## src/rtl/rake_pkg.sv

```systemverilog
// Package: shared width arithmetic for the two-finger despreading decoder.
// Assumes unsigned samples and unsigned weights.
package rake_pkg;

    // Signed width that holds a full correlation of CHIPS unsigned samples.
    function automatic int corr_width(input int sample_w, input int chips);
        return sample_w + $clog2(chips) + 1;
    endfunction

    // Signed width of the weighted sum of two correlations.
    function automatic int metric_width(input int corr_w, input int weight_w);
        return corr_w + weight_w + 2;
    endfunction

    // Largest magnitude a single correlation can reach.
    function automatic int peak_corr(input int sample_w, input int chips);
        return chips * ((1 << sample_w) - 1);
    endfunction

endpackage

```

## src/rtl/rake_finger_direct.sv

```systemverilog
// Module: rake_finger_direct
// Computes the lead-finger correlation against CODE and the lag-finger
// correlation against CODE rotated by one chip, each with its own adder chain.
// Assumes: code bit 1 negates a chip; lag chip 0 reuses the last code bit.
module rake_finger_direct #(
    parameter int SAMPLE_W = 4,
    parameter int CHIPS    = 8,
    parameter int CORR_W   = 8,
    parameter int PEAK     = 120,
    parameter logic [CHIPS-1:0] CODE = '0
) (
    input  logic                         clk,
    input  logic                         rst_n,
    input  logic [CHIPS*SAMPLE_W-1:0]    samples,
    output logic signed [CORR_W-1:0]     corr_lead,
    output logic signed [CORR_W-1:0]     corr_lag
);

    localparam logic [CHIPS-1:0] LAG_CODE = {CODE[CHIPS-2:0], CODE[CHIPS-1]};

    logic signed [CORR_W-1:0] mag [CHIPS];

    // Zero-extend each chip sample into the signed correlation width.
    for (genvar j = 0; j < CHIPS; j++) begin : g_mag
        assign mag[j] = {{(CORR_W-SAMPLE_W){1'b0}}, samples[j*SAMPLE_W +: SAMPLE_W]};
    end

    // Accumulate both fingers chip by chip with signs taken from the codes.
    always_comb begin
        corr_lead = '0;
        corr_lag  = '0;
        for (int j = 0; j < CHIPS; j++) begin
            corr_lead = CODE[j]     ? corr_lead - mag[j] : corr_lead + mag[j];
            corr_lag  = LAG_CODE[j] ? corr_lag  - mag[j] : corr_lag  + mag[j];
        end
    end

    assert_lead_bound_R2: assert property (@(posedge clk) disable iff (!rst_n)
        (corr_lead <= PEAK) && (corr_lead >= -PEAK));
    assert_lag_bound_R3: assert property (@(posedge clk) disable iff (!rst_n)
        (corr_lag <= PEAK) && (corr_lag >= -PEAK));

endmodule

```

## src/rtl/rake_finger_shared.sv

```systemverilog
// Module: rake_finger_shared
// Reduced-adder form of the two fingers. One partial sum covers the chips
// where CODE and its one-chip rotation agree, the other covers the chips where
// they differ. Then lead = agree + differ and lag = agree - differ.
// Assumes the same sign and rotation conventions as rake_finger_direct.
module rake_finger_shared #(
    parameter int SAMPLE_W = 4,
    parameter int CHIPS    = 8,
    parameter int CORR_W   = 8,
    parameter int PEAK     = 120,
    parameter logic [CHIPS-1:0] CODE = '0
) (
    input  logic                         clk,
    input  logic                         rst_n,
    input  logic [CHIPS*SAMPLE_W-1:0]    samples,
    output logic signed [CORR_W-1:0]     corr_lead,
    output logic signed [CORR_W-1:0]     corr_lag
);

    localparam logic [CHIPS-1:0] LAG_CODE = {CODE[CHIPS-2:0], CODE[CHIPS-1]};
    localparam logic [CHIPS-1:0] AGREE    = ~(CODE ^ LAG_CODE);

    logic signed [CORR_W-1:0] mag [CHIPS];
    logic signed [CORR_W-1:0] sum_agree;
    logic signed [CORR_W-1:0] sum_differ;

    // Zero-extend each chip sample into the signed correlation width.
    for (genvar j = 0; j < CHIPS; j++) begin : g_mag
        assign mag[j] = {{(CORR_W-SAMPLE_W){1'b0}}, samples[j*SAMPLE_W +: SAMPLE_W]};
    end

    // Split the signed chips into the agreeing and the differing partial sums.
    always_comb begin
        sum_agree  = '0;
        sum_differ = '0;
        for (int j = 0; j < CHIPS; j++) begin
            if (AGREE[j])
                sum_agree  = CODE[j] ? sum_agree  - mag[j] : sum_agree  + mag[j];
            else
                sum_differ = CODE[j] ? sum_differ - mag[j] : sum_differ + mag[j];
        end
    end

    // Rebuild both finger values from the two shared partial sums.
    always_comb begin
        corr_lead = sum_agree + sum_differ;
        corr_lag  = sum_agree - sum_differ;
    end

    assert_partial_bound_R9: assert property (@(posedge clk) disable iff (!rst_n)
        (sum_agree <= PEAK) && (sum_agree >= -PEAK)
        && (sum_differ <= PEAK) && (sum_differ >= -PEAK));

endmodule

```

## src/rtl/rake_mrc_combine.sv

```systemverilog
// Module: rake_mrc_combine
// Weights the lead and lag correlations with fixed unsigned constants and
// adds them. The sign bit of the sum is the decision.
// Assumes the weights fit in WEIGHT_W bits and the metric width has room
// for the full sum.
module rake_mrc_combine #(
    parameter int CORR_W   = 8,
    parameter int WEIGHT_W = 6,
    parameter int METRIC_W = 16,
    parameter int G_LEAD   = 16,
    parameter int G_LAG    = 10,
    parameter int PEAK     = 120
) (
    input  logic                          clk,
    input  logic                          rst_n,
    input  logic signed [CORR_W-1:0]      corr_lead,
    input  logic signed [CORR_W-1:0]      corr_lag,
    output logic signed [METRIC_W-1:0]    metric,
    output logic                          decision
);

    localparam logic signed [WEIGHT_W:0] W_LEAD = (WEIGHT_W+1)'(G_LEAD);
    localparam logic signed [WEIGHT_W:0] W_LAG  = (WEIGHT_W+1)'(G_LAG);
    localparam int BOUND = (G_LEAD + G_LAG) * PEAK;

    logic signed [METRIC_W-1:0] prod_lead;
    logic signed [METRIC_W-1:0] prod_lag;

    // Scale each finger by its weight in the full metric width.
    always_comb begin
        prod_lead = METRIC_W'(corr_lead) * METRIC_W'(W_LEAD);
        prod_lag  = METRIC_W'(corr_lag)  * METRIC_W'(W_LAG);
    end

    // Sum the weighted fingers and take the sign as the decided bit.
    always_comb begin
        metric   = prod_lead + prod_lag;
        decision = metric[METRIC_W-1];
    end

    assert_no_overflow_R4: assert property (@(posedge clk) disable iff (!rst_n)
        (metric <= BOUND) && (metric >= -BOUND));

endmodule

```

## src/rtl/rake_two_finger_decoder.sv

```systemverilog
// Module: rake_two_finger_decoder (top)
// For each link: two fingers (direct code and one-chip-rotated code),
// a fixed-weight combine, and sign decision, all in one clock. Results are
// registered and held while no group is offered.
// Assumes chip-aligned sample groups; SHARED_SUMS selects the partial-sum form.
module rake_two_finger_decoder #(
    parameter int SAMPLE_W    = 4,
    parameter int CHIPS       = 8,
    parameter int LINKS       = 3,
    parameter int WEIGHT_W    = 6,
    parameter int G_LEAD      = 16,
    parameter int G_LAG       = 10,
    parameter bit SHARED_SUMS = 1'b1,
    parameter logic [LINKS*CHIPS-1:0] CODES = 24'h55330F
) (
    input  logic                                  clk,
    input  logic                                  rst_n,
    input  logic                                  in_valid,
    input  logic [CHIPS*SAMPLE_W-1:0]             in_samples,
    output logic                                  out_valid,
    output logic [LINKS-1:0]                      out_bits,
    output logic [LINKS*rake_pkg::metric_width(rake_pkg::corr_width(SAMPLE_W, CHIPS), WEIGHT_W)-1:0] out_metric
);

    localparam int CORR_W   = rake_pkg::corr_width(SAMPLE_W, CHIPS);
    localparam int METRIC_W = rake_pkg::metric_width(CORR_W, WEIGHT_W);
    localparam int PEAK     = rake_pkg::peak_corr(SAMPLE_W, CHIPS);

    logic [LINKS-1:0]          bits_next;
    logic [LINKS*METRIC_W-1:0] metric_next;

    for (genvar l = 0; l < LINKS; l++) begin : g_link
        logic signed [CORR_W-1:0]   c_lead;
        logic signed [CORR_W-1:0]   c_lag;
        logic signed [METRIC_W-1:0] m;
        logic                       d;

        if (SHARED_SUMS) begin : g_shared
            rake_finger_shared #(
                .SAMPLE_W(SAMPLE_W), .CHIPS(CHIPS), .CORR_W(CORR_W), .PEAK(PEAK),
                .CODE(CODES[l*CHIPS +: CHIPS])
            ) u_fingers (
                .clk(clk), .rst_n(rst_n), .samples(in_samples),
                .corr_lead(c_lead), .corr_lag(c_lag)
            );
        end else begin : g_direct
            rake_finger_direct #(
                .SAMPLE_W(SAMPLE_W), .CHIPS(CHIPS), .CORR_W(CORR_W), .PEAK(PEAK),
                .CODE(CODES[l*CHIPS +: CHIPS])
            ) u_fingers (
                .clk(clk), .rst_n(rst_n), .samples(in_samples),
                .corr_lead(c_lead), .corr_lag(c_lag)
            );
        end

        rake_mrc_combine #(
            .CORR_W(CORR_W), .WEIGHT_W(WEIGHT_W), .METRIC_W(METRIC_W),
            .G_LEAD(G_LEAD), .G_LAG(G_LAG), .PEAK(PEAK)
        ) u_combine (
            .clk(clk), .rst_n(rst_n), .corr_lead(c_lead), .corr_lag(c_lag),
            .metric(m), .decision(d)
        );

        assign metric_next[l*METRIC_W +: METRIC_W] = m;
        assign bits_next[l] = d;
    end

    // Register the decisions of an offered group; hold them otherwise.
    always_ff @(posedge clk) begin
        if (!rst_n) begin
            out_valid  <= 1'b0;
            out_bits   <= '0;
            out_metric <= '0;
        end else begin
            out_valid <= in_valid;
            if (in_valid) begin
                out_bits   <= bits_next;
                out_metric <= metric_next;
            end
        end
    end

    assert_valid_delay_R6: assert property (@(posedge clk) disable iff (!rst_n)
        $past(rst_n) |-> (out_valid == $past(in_valid)));

    assert_hold_idle_R7: assert property (@(posedge clk) disable iff (!rst_n)
        ($past(rst_n) && !$past(in_valid)) |-> ($stable(out_bits) && $stable(out_metric)));

    assert_zero_tie_R5: assert property (@(posedge clk) disable iff (!rst_n)
        (in_valid && (in_samples == '0)) |=> ((out_bits == '0) && (out_metric == '0)));

endmodule

```

## config.mk

```make
export PLATFORM = sky130hd
export DESIGN_NAME = rake_two_finger_decoder
export DESIGN_NICKNAME = d
export VERILOG_FILES = /design/src/rtl/rake_pkg.sv /design/src/rtl/rake_finger_direct.sv /design/src/rtl/rake_finger_shared.sv /design/src/rtl/rake_mrc_combine.sv /design/src/rtl/rake_two_finger_decoder.sv
export SDC_FILE = /design/constraint.sdc
export NUM_CORES = 1
export LEC_CHECK = 0
export ABC_AREA = 0
export ABC_CLOCK_PERIOD_IN_PS = 8500
export BUFFER_PORTS_ARGS = -buffer_cell sky130_fd_sc_hd__buf_2
export CAP_MARGIN = 20
export CELL_PAD_IN_SITES_DETAIL_PLACEMENT = 1
export CELL_PAD_IN_SITES_GLOBAL_PLACEMENT = 1
export CORE_ASPECT_RATIO = 0.7
export CORE_UTILIZATION = 45
export CTS_BUF_LIST = sky130_fd_sc_hd__clkbuf_8
export DETAILED_ROUTE_END_ITERATION = 6
export PLACE_DENSITY_LB_ADDON = 0.1
export RECOVER_POWER = 100
export SLEW_MARGIN = 10
export SYNTH_ARGS = -nofsm -noshare
export SYNTH_HDL_FRONTEND = slang
export SYNTH_SLANG_ARGS = --single-unit
```

## constraint.sdc

```tcl
create_clock -name clk -period 8.5 [get_ports clk]
set_clock_uncertainty 0.15 [all_clocks]
set_input_delay 0.85 -clock clk [delete_from_list [all_inputs] [get_ports clk]]
set_output_delay 0.85 -clock clk [all_outputs]
set_load 0.05 [all_outputs]
```

* After elaboration in Yosys (flattened, before gate mapping)
Cells that the tools add are included.
** Cells by class
- Multiply operators :: 3
- Add/sub/neg operators :: 29
** Operator list (number)
- 8-bit by 5-bit adder with 8-bit output :: 12
- 8-bit by 5-bit subtractor with 8-bit output :: 7
- 12-bit by 13-bit adder with 14-bit output :: 3
- 8-bit by 4-bit multiplier with 12-bit output, second input constant :: 3
- 8-bit adder :: 2
- 8-bit subtractor :: 2
- 1-bit by 4-bit subtractor with 5-bit output, first input constant :: 2
- 1-bit by 8-bit subtractor with 8-bit output, first input constant :: 1
** Storage, ports and cells
- Input port bits :: 35
- Register bits after elaboration :: 52
- Output and inout port bits :: 52
- Logic and storage cells :: 35

* Longest topological paths before layout
- Depth in word-level cells :: 11
- Mapped depth :: 32
- Gate-level depth less buffers :: 32

* Hierarchy
Synthesis repeated with hierarchy kept, for this count alone.
** Unflattened totals
- Cells, all modules :: 1031
- Area total of the unflattened synthesis :: 8934.8 um^2
** By module, submodules not included
- rake_mrc_combine :: instances 3, area each 809.5 um^2, cells an instance 103, sequential area each 0.0 um^2
- rake_two_finger_decoder :: instances 1, area each 1981.9 um^2, cells an instance 166, sequential area each 1041.0 um^2
- rake_finger_shared at g_link[1].g_shared.u_fingers :: instances 1, area each 1706.6 um^2, cells an instance 218, sequential area each 0.0 um^2
- rake_finger_shared at g_link[0].g_shared.u_fingers :: instances 1, area each 1591.5 um^2, cells an instance 196, sequential area each 0.0 um^2
- rake_finger_shared at g_link[2].g_shared.u_fingers :: instances 1, area each 1226.2 um^2, cells an instance 142, sequential area each 0.0 um^2

* Worst setup path after synthesis
OpenSTA, ideal clock, no wires.
- Path type :: input-to-reg
- Start :: input port in_samples[4]
- End :: register out_bits[0]
- Library setup time :: 0.058 ns
- Path slack :: 0.878 ns
- Stages on the path :: 28
- Data required time :: 8.292 ns
- Arrival time :: 7.414 ns
- Buffers on the path :: 1
- Path through :: inv_1 ha_1 xnor2_1 fa_1 fa_1 inv_1 fa_1 inv_1 fa_1 xor2_1 ha_1 clkbuf_1 a21oi_1 nor2_1 xnor2_1 ha_1 fa_1 a21o_1 a21oi_1 nor2b_1 o21a_1 nor2_1 xnor2_1 ha_1 a211o_1 o31a_1 a2111oi_0 o21a_1
** On the way
- Word-level cells in the longest chain between the ends :: 9
- Elaborated cells on any way between the ends :: 10
- Classes of those cells :: 9 x add/sub; 1 x mul
** Ends and longest elaborated chain
- start, declared :: line rake_two_finger_decoder.sv:19 : input logic [CHIPS*SAMPLE_W-1:0] in_samples,
- 1-bit by 4-bit subtractor with 5-bit output (*) :: line rake_finger_shared.sv:38 : sum_agree = CODE[j] ? sum_agree - mag[j] : sum_agree + mag[j];
- 8-bit by 5-bit subtractor with 8-bit output (*) (2 in series) :: line rake_finger_shared.sv:38
- 8-bit by 5-bit adder with 8-bit output (*) (3 in series) :: line rake_finger_shared.sv:38
- 8-bit subtractor :: line rake_finger_shared.sv:47 : corr_lag = sum_agree - sum_differ;
- 8-bit by 4-bit multiplier with 12-bit output :: line rake_mrc_combine.sv:32 : prod_lag = METRIC_W'(corr_lag) * METRIC_W'(W_LAG);
- 12-bit by 13-bit adder with 14-bit output (*) :: line rake_mrc_combine.sv:37 : metric = prod_lead + prod_lag;
- end signal, assigned :: line rake_two_finger_decoder.sv:77 : out_bits <= bits_next;
- end, declared :: line rake_two_finger_decoder.sv:21 : output logic [LINKS-1:0] out_bits,
Mark *: on every way between the ends. The rest lies on a longest branch, timed or not.
A chain may end at the register's enable or synchronous reset.

* Worst setup path in the final report
Ends and elaborated chain as after synthesis.

==> metrics.cfg <==
[outcome]
status = complete, but fails checks
violations = max-capacitance violations, max-slew violations

[grt]
use_met3_pct = 2.444
grt_pass1_vias = 6463
grt_overflow_total = 0
use_met2_pct = 43.24
grt_max_degree = 48
grt_use_total_pct = 24.75
grt_pass1_wl_um = 32940
grt_use_met1_pct = 34.02
top_usage_layer = met2
antenna_found_initial = 0

[finish]
drive_gt1_share_pct = 5.638
syn2layout_area_growth_pct = 8.280
antenna_cells = 0
final-instance-count-excl-fill = 1165
fillers = 2040
seqCellArea_um2 = 800.8
layout.nets = 1176
final_util_pct = 49.69
multi_input_area_um2 = 5867

[timing]
relSlewSlack_pct = -70.25
slew_viol_final = 48
rsz0062_at_grt = false
setup-violations-final = 0
tns_ns = 0
whs_ns = 0.3225
final.min_clock_period_ns = 8.062
hold_violations = 0
max_slew.worst_pin.slew_ns = 2.554
period_share_pct = 94.85
max_freq_mhz = 124.0

[cts]
cts-root-buf = clkbuf_8
cts.sinks = 40
clkLatencyLatePin_ns = 0.30
cts.repair.resized = 0
cts_made_buffers = 5
htreeDepth = 2
clockBufferDepth = 2
post_cts_buffers = 0
clkTransAtPathRegs_ns = 0.09
cts_tree = built
cts_hold_buf = 0

[detailed_routing]
wl_um = 20270
post_drt_via_cell_ratio = 5.217
drt_first_pass_iters = 5
drt-initial-drc-count = 246
routedWlPerCell_um = 17.40
num_vias = 6078
drc = 0
ant_nets = 0

[synthesis]
yosysSeqAreaShare_pct = 10.71
syn_inst = 876
ys_types = 59
synth_top_family_by_area = adder cells
synthesis.area_um2 = 7480
synth-seq-cells = 40
synthMuxAreaShare_pct = 2.409
synth_compound_area_share_pct = 15.04
synth_xor_area_share_pct = 8.866
synthAdderAreaFrac_pct = 40.82
synth-simple-area-share_pct = 11.38
avgSynthCellArea_um2 = 8.538
synth_edf_count = 0
yosys_warnings = 0
synthFlopType = dfxtp_1
async_reset_ff_share_pct = 0

[place]
dp_hpwl_um = 17660
io_buffers = 83
placed_cells = 1156
gp_congestion = 0.8406

[die]
core_um2 = 16300
fp.dieW_um = 156.1
dieArea_um2 = 17150
io_pins = 87
die_h_um = 109.9
row_count = 39
initial_core_util_pct = 45.89

[critical_path]
r2r_start = out_bits[1]$_SDFFE_PN0P_
ff2ff_setup_slack_ns = 7.47
worstRegToRegCells = 2
arrival_ns = 8.16
cp_max_fo = 6
path_delay_family = adder cells
critical_path_buf_inv_count = 5
reg2reg_to = out_bits[1]$_SDFFE_PN0P_
critPathCaptureType = flop
cpMaxStageDelayCell = fa_1
cp.required_ns = 8.60
worstSetupPathType = in -> reg
setup.worst_path.start_class = primary input
cp_slowest_stage_delay_ns = 0.53

[min_path]
hold_class = reg -> reg
hold_start = out_metric[24]$_SDFFE_PN0P_
hold_end = out_metric[24]$_SDFFE_PN0P_
min_path_cells = 2

[job]
cap_viol_max_count = 1

cell usage in the layout (no fill, tap or decap), types with 19 or more instances in the layout:
master / count
a21o_1: 19
ha_1: 132
inv_1: 166
a21oi_1: 55
dfxtp_1: 40
nand2_1: 25
clkbuf_1: 52
o21ai_0: 34
xnor2_1: 54
fa_1: 70
nor2_1: 60
buf_2: 32
how the worst max path moves through the flow:
stage	start	endpoint	depth (start not counted)
floorplan	in_samples[4]	out_bits[0]$_SDFFE_PN0P_	28
global placement	in_samples[4]	out_bits[0]$_SDFFE_PN0P_	28
detailed placement	in_samples[4]	out_bits[0]$_SDFFE_PN0P_	28
CTS	in_samples[4]	out_bits[0]$_SDFFE_PN0P_	28
global route	in_samples[4]	out_bits[0]$_SDFFE_PN0P_	28
finish	in_samples[4]	out_bits[0]$_SDFFE_PN0P_	28
synthesized netlist by cell type (all sizes together), types with 3 or more instances:
cell	n	share of area, %
nor4	5	0.42
o31a	3	0.35
nand2b	10	0.84
o311ai	5	0.69
a21o	19	1.9
nor3	18	1.2
nor2b	15	1.3
and2	3	0.25
xor2	19	2.3
nand4	5	0.42
o21ai	34	2.3
nand2	25	1.3
a21oi	55	3.7
buf	14	1.4
o211ai	4	0.40
nand4b	5	0.59
ha	132	22
nor2	60	3.0
a311o	3	0.40
fa	70	19
xnor2	55	6.5
a211oi	7	0.70
o21bai	11	1.1
clkbuf	20	1.0
or3	6	0.50
o21a	10	1.0
mux2i	18	2.4
a31oi	4	0.33
dfxtp	40	11
nand3	6	0.40
inv	166	8.3
logic make-up (layout without fill, tap and decap cells):
group,Yosys count,after routing
other cells,1,3
mux,18,18
fa+ha+maj,202,202
compound gates,173,173
simple gates,168,168
xor+xnor,74,74
buf+inv,200,262
flops,40,40
state kept, by name (all words and copies together) (netlist names):
name / count
out_valid: 1
out_bits: 2
out_metric: 37
per-stage QoR:
step / worst slack [ns] / area, µm²
3_5_place_dp: 0.09883 / 8034
2_1_floorplan: 0.8778 / 7487
6_report: 0.4381 / 8099
5_1_grt: 0.05227 / 8099
4_1_cts: 0.4013 / 8155
3_3_place_gp: 0.4108 / 8034
area by class of cell:
cell class | instances | share of cell area, %
multi-input combinational | 638 | 72.44
sequential | 40 | 9.887
inverter | 166 | 7.693
timing repair buffer | 88 | 5.005
tap | 225 | 3.476
clock buffer | 6 | 1.020
clock inverter | 2 | 0.4789
metal layers:
| metal | vias up | routed length [µm] |
|---|---|---|
| met5 | - | 0 |
| met4 | 0 | 142 |
| met3 | 10 | 556 |
| met2 | 63 | 9358 |
| met1 | 3010 | 10210 |
| li1 | 2995 | - |
tightest hold or removal path, cell delays in order (launching register included):
cell and delay [ns]:
dfxtp_1 0.32, nand2_1 0.06, a21oi_1 0.05
Power is not shown: default switching activity piles up to over one toggle a cycle in this logic, so the estimate is an artifact.
